File: src/rtl/lbu_pkg.sv
// Package: shared mode codes for the fused loop-closing branch unit.
// Assumes: mode codes 0..4 are defined, anything above is treated as unused.
package lbu_pkg;

    typedef enum logic [2:0] {
        LM_BELOW      = 3'd0,
        LM_DIFFER     = 3'd1,
        LM_BELOW_FLAG = 3'd2,
        LM_DOWN_ZERO  = 3'd3,
        LM_DOWN_NEG1  = 3'd4
    } loop_mode_e;

    localparam logic [2:0] LM_LAST_VALID = 3'd4;

    // Reports whether a raw mode code names one of the defined loop forms.
    function automatic logic mode_known(input logic [2:0] code);
        return code <= LM_LAST_VALID;
    endfunction

endpackage

File: src/rtl/lbu_index_step.sv
// Module: computes the written-back loop index for every mode.
// Assumes: two's-complement wrap on overflow; count-down modes ignore step.
module lbu_index_step
    import lbu_pkg::*;
#(
    parameter int DW = 64
) (
    input  logic [2:0]    mode_i,
    input  logic [DW-1:0] idx_i,
    input  logic [DW-1:0] step_i,
    output logic [DW-1:0] idx_next_o
);

    localparam logic [DW-1:0] ONE = {{(DW-1){1'b0}}, 1'b1};

    logic [DW-1:0] sum_step;
    logic [DW-1:0] sum_down;

    // Both candidate updates are formed in parallel.
    always_comb begin
        sum_step = idx_i + step_i;
        sum_down = idx_i - ONE;
    end

    // Pick the update that belongs to the selected mode.
    always_comb begin
        case (mode_i)
            LM_BELOW, LM_DIFFER, LM_BELOW_FLAG: idx_next_o = sum_step;
            LM_DOWN_ZERO, LM_DOWN_NEG1:         idx_next_o = sum_down;
            default:                            idx_next_o = idx_i;
        endcase
    end

endmodule

File: src/rtl/lbu_cond_eval.sv
// Module: evaluates the continue condition from the updated index.
// Assumes: limit tests are signed and use the post-step index.
module lbu_cond_eval
    import lbu_pkg::*;
#(
    parameter int DW = 64
) (
    input  logic [2:0]    mode_i,
    input  logic [DW-1:0] idx_next_i,
    input  logic [DW-1:0] limit_i,
    input  logic [DW-1:0] opa_i,
    input  logic [DW-1:0] opb_i,
    input  logic [DW-1:0] flag_i,
    output logic          cont_o
);

    logic below;
    logic differ;
    logic flag_set;
    logic nonzero;
    logic not_neg1;

    // Raw compare terms, all computed side by side.
    always_comb begin
        below    = $signed(idx_next_i) < $signed(limit_i);
        differ   = opa_i != opb_i;
        flag_set = |flag_i;
        nonzero  = |idx_next_i;
        not_neg1 = ~(&idx_next_i);
    end

    // Select the term that ends the loop in the chosen mode.
    always_comb begin
        if (!mode_known(mode_i)) begin
            cont_o = 1'b0;
        end else begin
            case (mode_i)
                LM_BELOW:      cont_o = below;
                LM_DIFFER:     cont_o = differ;
                LM_BELOW_FLAG: cont_o = below & flag_set;
                LM_DOWN_ZERO:  cont_o = nonzero;
                LM_DOWN_NEG1:  cont_o = not_neg1;
                default:       cont_o = 1'b0;
            endcase
        end
    end

endmodule

File: src/rtl/lbu_out_stage.sv
// Module: optional output register for index, decision and next PC.
// Assumes: REG_OUT=1 adds one cycle; REG_OUT=0 is a straight wire.
module lbu_out_stage #(
    parameter int DW      = 64,
    parameter int AW      = 64,
    parameter bit REG_OUT = 1'b1
) (
    input  logic          clk,
    input  logic          rst_n,
    input  logic [DW-1:0] idx_d,
    input  logic          taken_d,
    input  logic [AW-1:0] pc_d,
    output logic [DW-1:0] idx_q,
    output logic          taken_q,
    output logic [AW-1:0] pc_q
);

    generate
        if (REG_OUT) begin : g_reg
            // Capture the results every cycle, cleared by synchronous reset.
            always_ff @(posedge clk) begin
                if (!rst_n) begin
                    idx_q   <= '0;
                    taken_q <= 1'b0;
                    pc_q    <= '0;
                end else begin
                    idx_q   <= idx_d;
                    taken_q <= taken_d;
                    pc_q    <= pc_d;
                end
            end
        end else begin : g_wire
            // Pass the combinational results through unchanged.
            always_comb begin
                idx_q   = idx_d;
                taken_q = taken_d;
                pc_q    = pc_d;
            end
        end
    endgenerate

endmodule

File: src/rtl/loop_branch_unit.sv
// Module: top of the fused add / compare / branch loop-closing unit.
// Assumes: one instruction per cycle; the caller writes idx_o back.
module loop_branch_unit
    import lbu_pkg::*;
#(
    parameter int DW      = 64,
    parameter int AW      = 64,
    parameter bit REG_OUT = 1'b1
) (
    input  logic          clk,
    input  logic          rst_n,
    input  logic [2:0]    mode_i,
    input  logic [DW-1:0] idx_i,
    input  logic [DW-1:0] step_i,
    input  logic [DW-1:0] limit_i,
    input  logic [DW-1:0] opa_i,
    input  logic [DW-1:0] opb_i,
    input  logic [DW-1:0] flag_i,
    input  logic [AW-1:0] target_i,
    input  logic [AW-1:0] fallthru_i,
    output logic [DW-1:0] idx_o,
    output logic          taken_o,
    output logic [AW-1:0] next_pc_o
);

    logic [DW-1:0] idx_next;
    logic          cont;
    logic [AW-1:0] pc_sel;

    lbu_index_step #(.DW(DW)) u_step (
        .mode_i     (mode_i),
        .idx_i      (idx_i),
        .step_i     (step_i),
        .idx_next_o (idx_next)
    );

    lbu_cond_eval #(.DW(DW)) u_cond (
        .mode_i     (mode_i),
        .idx_next_i (idx_next),
        .limit_i    (limit_i),
        .opa_i      (opa_i),
        .opb_i      (opb_i),
        .flag_i     (flag_i),
        .cont_o     (cont)
    );

    // Steer the next PC from the continue decision.
    always_comb begin
        pc_sel = cont ? target_i : fallthru_i;
    end

    lbu_out_stage #(.DW(DW), .AW(AW), .REG_OUT(REG_OUT)) u_out (
        .clk     (clk),
        .rst_n   (rst_n),
        .idx_d   (idx_next),
        .taken_d (cont),
        .pc_d    (pc_sel),
        .idx_q   (idx_o),
        .taken_q (taken_o),
        .pc_q    (next_pc_o)
    );

endmodule

File: config.mk
export PLATFORM = sky130hd
export DESIGN_NAME = loop_branch_unit
export DESIGN_NICKNAME = d
export VERILOG_FILES = /design/src/rtl/lbu_pkg.sv /design/src/rtl/lbu_index_step.sv /design/src/rtl/lbu_cond_eval.sv /design/src/rtl/lbu_out_stage.sv /design/src/rtl/loop_branch_unit.sv
export SDC_FILE = /design/constraint.sdc
export NUM_CORES = 1
export LEC_CHECK = 0
export BUFFER_PORTS_ARGS = -buffer_cell sky130_fd_sc_hd__buf_2
export CAP_MARGIN = 0
export CORE_AREA = 2 2 253 255
export CTS_CLUSTER_DIAMETER = 50
export DETAILED_ROUTE_END_ITERATION = 16
export DIE_AREA = 0 0 255 257
export GPL_TIMING_DRIVEN = 0
export PLACE_DENSITY = 0.48
export SLEW_MARGIN = 10
export SYNTH_ARGS = -nofsm -noshare
export SYNTH_HDL_FRONTEND = slang
export SYNTH_HIERARCHICAL = 1
export SYNTH_SLANG_ARGS = --single-unit
File: constraint.sdc
create_clock -name clk -period 9.9 [get_ports clk]
set_clock_uncertainty 0.2 [all_clocks]
set_input_delay 1.485 -clock clk [delete_from_list [all_inputs] [get_ports clk]]
set_output_delay 1.485 -clock clk [all_outputs]
set_load 0.03 [all_outputs]
=== Word-level counts from Yosys, hierarchy flattened ===
Index checks and enable logic that the tools add are counted.

* Add/subtract/negate cells: 2
* $lt $le $gt $ge: 2
* Equal/unequal tests: 5
* Mux-type cells: 4
* Bitwise operators: 2
* Reductions and logical operators: 6

{| class="wikitable"
|+ Operators with widths
! cell !! number
|-
| $pmux 64 s2 || 1
|-
| $reduce_or 64->1 || 2
|-
| $add 64x64->64 || 1
|-
| $lt 64x64->1 || 1
|-
| $mux 64 || 1
|-
| $ne 64x64->1 || 1
|-
| $reduce_and 64->1 || 1
|-
| $sub 64x1->64 const B || 1
|-
| $eq 3x2->1 const B || 2
|-
| $pmux 1 s5 || 1
|-
| $eq 3x1->1 const B || 1
|-
| $eq 3x3->1 const B || 1
|-
| $le 3x3->1 const B || 1
|-
| $logic_not 3->1 || 1
|-
| $reduce_or 3->1 || 1
|-
| $reduce_or 2->1 || 1
|-
| $and 1x1->1 || 1
|-
| $mux 1 || 1
|-
| $not 1->1 || 1
|}

* Flip-flop bits (word level): 129
* Input bits: 517
* Output and inout port bits: 129
* Logic and storage cells: 24

=== Depth between registers and ports, before layout ===
* Depth after elaboration: 8
* Depth in mapped cells: 33

=== By module ===
Netlist, hierarchy kept.

{| class="wikitable"
|+ Modules (own cells, without submodules)
! module !! instances !! cells an instance !! area an instance (um^2) !! seq. area each (um^2)
|-
| lbu_index_step || 1 || 919 || 5734.2 || 0.0
|-
| lbu_out_stage || 1 || 272 || 3534.6 || 2582.5
|-
| lbu_cond_eval || 1 || 383 || 2751.4 || 0.0
|-
| loop_branch_unit || 1 || 71 || 1077.3 || 0.0
|}

=== Worst setup path before layout ===
No wires, ideal clock.

* Path kind: input port to flip-flop
* From: input port step_i[0]
* To: register u_out.pc_q[10]
* Setup time: 115 ps
* Arrival: 7795 ps
* Setup slack: 1790 ps
* Stages: 30
* Path through: inv_1 ha_1 nand3b_1 nand2b_1 nor4b_4 nand2_2 or4_4 or3_4 or3_1 nand3_1 ha_1 clkbuf_1 a21o_1 a21o_1 a211oi_1 a21oi_1 or4_1 nand4b_1 ha_1 and3_1 nand4_1 nor4_4 and4_1 a221oi_1 a211oi_2 o31ai_1 buf_6 buf_12 mux2_4 and2_1

* Longest elaborated chain between the ends: 7

{| class="wikitable"
|+ RTL lines
! item !! RTL line !! RTL
|-
| from (decl) || loop_branch_unit.sv:14 || <nowiki>input logic [DW-1:0] step_i,</nowiki>
|-
| $add 64x64->64 (*) || lbu_index_step.sv:21 || <nowiki>sum_step = idx_i + step_i;</nowiki>
|-
| $pmux 64 s2 (*) || lbu_index_step.sv:27 || <nowiki>case (mode_i)</nowiki>
|-
| named net idx_next[63] || loop_branch_unit.sv:26 || <nowiki>logic [DW-1:0] idx_next;</nowiki>
|-
| $lt 64x64->1 or $reduce_and 64->1 (tied branches) || lbu_cond_eval.sv:25, lbu_cond_eval.sv:29 ||
|-
| $and 1x1->1 or $not 1->1 (tied branches) || lbu_cond_eval.sv:40, lbu_cond_eval.sv:29 ||
|-
| $pmux 1 s5 (*) || lbu_cond_eval.sv:37 || <nowiki>case (mode_i)</nowiki>
|-
| $mux 1 (*) || lbu_cond_eval.sv:34 || <nowiki>if (!mode_known(mode_i)) begin</nowiki>
|-
| named net cont || loop_branch_unit.sv:27 || <nowiki>logic cont;</nowiki>
|-
| $mux 64 (*) || loop_branch_unit.sv:49 || <nowiki>pc_sel = cont ? target_i : fallthru_i;</nowiki>
|-
| named net pc_sel[10] || loop_branch_unit.sv:28 || <nowiki>logic [AW-1:0] pc_sel;</nowiki>
|-
| to (signal assigned) || lbu_out_stage.sv:29 || <nowiki>pc_q <= pc_d;</nowiki>
|-
| to (decl) || lbu_out_stage.sv:15 || <nowiki>output logic [AW-1:0] pc_q</nowiki>
|}

The timed path passes the listed nets; every way through them passes the cells marked *.
A chain may end at the register's enable or synchronous reset.

=== Worst setup path after layout ===
* From: input port step_i[0]
* To: register u_out.pc_q[52]

The elaborated chain is that of the path after synthesis.

==> qor.csv <==
stage;metric;value;unit
min_path;hp-class;in -> reg;
yosys;synth_top_cells_by_area;dfxtp_1 20%, ha_1 12%, xnor2_1 8.7%, mux2_4 6.9%, and2_1 6.4%;
worst_setup_path;cp_slowest_stage_delay;0.48;ns
cells_and_area;drive_above_1_share;34.9;%
yosys;yosys_warnings;6;
yosys;synthCells;1645;
global_route;antenna_found_initial;23;
status;status;finished, final reports clean;
power;p_seq_share;23.9;%
die;die_h;257;um
yosys;synth_edf_count;0;
global_route;overflow;0;
placed_design;dpl.hpwl;67700;um
yosys;async_flop_share;0;%
yosys;synth-seq-area-share;19.7;%
routing;drt_wl_total;77200;um
placed_design;place_area;0.0174;mm2
yosys;synth_cell_types;80;
placed_design;gp_congestion;0.966;
worst_setup_path;worstSetupEndpointType;flip-flop;
min_path;hp-start;target_i[17];
sta;tightest_slew;1.07;ns
clock_network;cts_tree;built;
yosys;synth-main-ff-cell;dfxtp_1;
sta;final-setup-viol-count;0;
yosys;synthMuxAreaShare;7.31;%
sta;fmax;106;MHz
global_route;groute.usage.overall;22.6;%
routing;drc;0;
min_path;hold_end;u_out/pc_q[17]$_SDFF_PN0_;
power;p_switching;1.07;mW
power;p_clk_share;27.6;%
worst_setup_path;crit_type;in -> reg;
routing;num_vias;15100;
power;ir_drop;114;uV
power;powerDensity;137;mW/mm2
routing;vias_per_cell;4.76;
clock_network;cts-root-buf;clkbuf_16;
cells_and_area;fillers;6966;
yosys;syn-mean-instance-area;7.96;um2
run;cap_violations;0;
die;die-area;0.0655;mm2
yosys;synth_most_common_cell;a21oi_1;
clock_network;numCtsBuffers;17;
yosys;synth_compound_area_share;15.9;%
worst_setup_path;crit_fanout;10;
yosys;synth_common_cells;149 x a21oi_1, 133 x and2_1, 132 x nand2_1;
power;p_leak;8.58;nW
yosys;yosys.area_share.adder;12.4;%
die;row_count;92;
routing;drtAntennaViolNets;0;
sta;rsz0062_at_grt;no;
die;coreArea;0.0627;mm2
die;io_pins;646;
sta;final.min_clock_period;9.46;ns
placed_design;port_buffers;644;
yosys;synthXorXnorAreaFrac;10.6;%
clock_network;htree_num_levels;4;
min_path;hold_depth;3;
routing;drt_pass1_iterations;5;
yosys;synthSimpleGateAreaFrac;28.3;%
sta;fin_crit_sh;95.6;%
yosys;syn_nets;2291;
yosys;synth_top_family_by_area;simple AND/OR/NAND/NOR gates;
die;initial_utilization;20.9;%
sta;whs;1.15;ns
cells_and_area;postLayoutCellArea;0.0182;mm2
clock_network;clk_pin_slew;0.07;ns
power;sw_frac_of_total;42.8;%
sta;final-hold-violation-count;0;
sta;report.final.slew_viol_count;0;
routing;wl_per_cell;24.3;um
global_route;grt_max_degree;17;
power;internal_power;1.43;mW
yosys;synth_top_area_share;19.7;%
cells_and_area;nets;2960;
routing;drt_first_iter_violations;1064;
worst_setup_path;crit_path_top_delay_cell;nor4b_4;
sta;maxSlewHeadroom;28.8;%
worst_setup_path;cp_common_cell;ha_1;
yosys;syn_area;0.0131;mm2
yosys;yosys.area.top_type;dfxtp_1;
global_route;grt_pass1_wl;106000;um
power;power;2.49;mW
clock_network;cts_num_sinks;129;
global_route;grt_pass1_vias;15000;
die;die_w;255;um
cells_and_area;syn_to_final_growth;38.6;%
yosys;synth-seq-cells;129;
worst_setup_path;critPathArrivalTime;9.60;ns
worst_setup_path;start_kind;input port;
power;combPwrFrac;48.5;%
worst_setup_path;critical_path_required;10.03;ns
worst_setup_path;cp-startpoint;step_i[0];
clock_network;clk_path_buf_depth;2;
what timing repair did:
item / 4_1_cts / 5_1_grt
gates resized for setup: 4 / 16
cloned: 0 / 0
pin swaps: 1 / 2
hold buffers: 0 / 0
buffers inserted: 2 / 5
endpoints found under the setup margin: 64 / 64
cells by family (layout without fill, tap and decap cells):
group,after synthesis,count (layout)
and+or+nand+nor,673,673
AOI/OAI and AO/OA,343,343
xor gates and xnor gates,159,159
buffers and inverters,147,829
adders and majority gates,129,129
DFF,129,129
muxes,65,65
other,0,5
flip-flops by register name, indices dropped and copies added (netlist names):
register,flops
u_out/pc_q,64
u_out/idx_q,64
u_out/taken_q,1
stage by stage:
stage | TNS, ns | std cells | worst slack [ns] | util (%)
2_1_floorplan | 0 | 1645 | 1.79 | -
3_3_place_gp | -126.86 | 3135 | -2.04 | 27.7
3_5_place_dp | -64.10 | 3136 | -1.08 | 27.7
4_1_cts | 0 | 3170 | 0.00327 | 28.7
5_1_grt | 0 | 3175 | 0.00525 | 28.9
6_report | 0 | 3178 | 0.436 | 28.9
placed cells by master (no fill, tap or decap), types with 8 or more instances in the layout:
| cell type | instances |
|---|---|
| nand2_1 | 132 |
| buf_2 | 646 |
| nor4_1 | 51 |
| xor2_1 | 29 |
| or4_1 | 9 |
| nor2_1 | 110 |
| nor3_1 | 32 |
| nand4_1 | 69 |
| a21o_1 | 35 |
| a31oi_1 | 8 |
| ha_1 | 128 |
| dfxtp_1 | 129 |
| mux2_4 | 60 |
| or3_1 | 17 |
| nor2b_1 | 8 |
| o21ai_1 | 11 |
| clkbuf_1 | 40 |
| inv_1 | 84 |
| a21oi_1 | 146 |
| o21bai_1 | 14 |
| clkbuf_16 | 17 |
| xnor2_1 | 130 |
| and2_1 | 133 |
| o21ai_0 | 62 |
| nand3b_1 | 9 |
| buf_6 | 13 |
| nand3_1 | 45 |
| and3_1 | 9 |
worst max path at each step:
| stage | end | slack, ns |
|---|---|---|
| floorplan | u_out/pc_q[10]$_SDFF_PN0_ | 1.79 |
| global placement | u_out/pc_q[52]$_SDFF_PN0_ | -2.04 |
| detailed placement | u_out/pc_q[52]$_SDFF_PN0_ | -1.08 |
| CTS | u_out/pc_q[52]$_SDFF_PN0_ | 0.003 |
| global route | u_out/pc_q[49]$_SDFF_PN0_ | 0.005 |
| finish | u_out/pc_q[52]$_SDFF_PN0_ | 0.44 |
worst max-delay path: cells and delay by family:
kind	cells	cell delay, ns
buffers and inverters	6	1.04
muxes	1	0.30
and+or+nand+nor	13	3.04
adders and majority gates	3	1.03
xor gates and xnor gates	1	0.14
AOI/OAI and AO/OA	10	2.50
final cells by class:
| class | instances | area (um2) | share of cell area [%] |
|---|---|---|---|
| multi-input combinational | 1369 | 9870 | 54.4 |
| timing repair buffer | 652 | 3290 | 18.1 |
| sequential | 129 | 2580 | 14.2 |
| tap | 846 | 1060 | 5.83 |
| clock buffer | 19 | 443 | 2.44 |
| buffer | 61 | 428 | 2.36 |
| inverter | 84 | 315 | 1.74 |
| clock inverter | 13 | 153 | 0.841 |
| antenna | 5 | 12.5 | 0.0689 |
power by group through the flow:
stage | clock network (mW) | registers, mW | logic (mW)
after floorplan | 0 | 0.726 | 0.619
after global placement | 0 | 0.606 | 1.18
after detailed placement | 0 | 0.607 | 1.19
after CTS | 0.710 | 0.596 | 1.20
after global routing | 0.722 | 0.600 | 1.31
final | 0.687 | 0.595 | 1.21
routing by layer:
| metal | vias up | GRT usage [%] | wire length (um) | share of wire, % |
|---|---|---|---|---|
| met1 | 7165 | 30.1 | 34700 | 45 |
| met2 | 631 | 37.6 | 36300 | 47 |
| met4 | 8 | 4.84 | 1150 | 1.5 |
| met5 | - | 0 | 49 | 0.063 |
| li1 | 7257 | - | - | - |
| met3 | 69 | 4.27 | 5110 | 6.6 |
(Power assumes the default switching activity.)
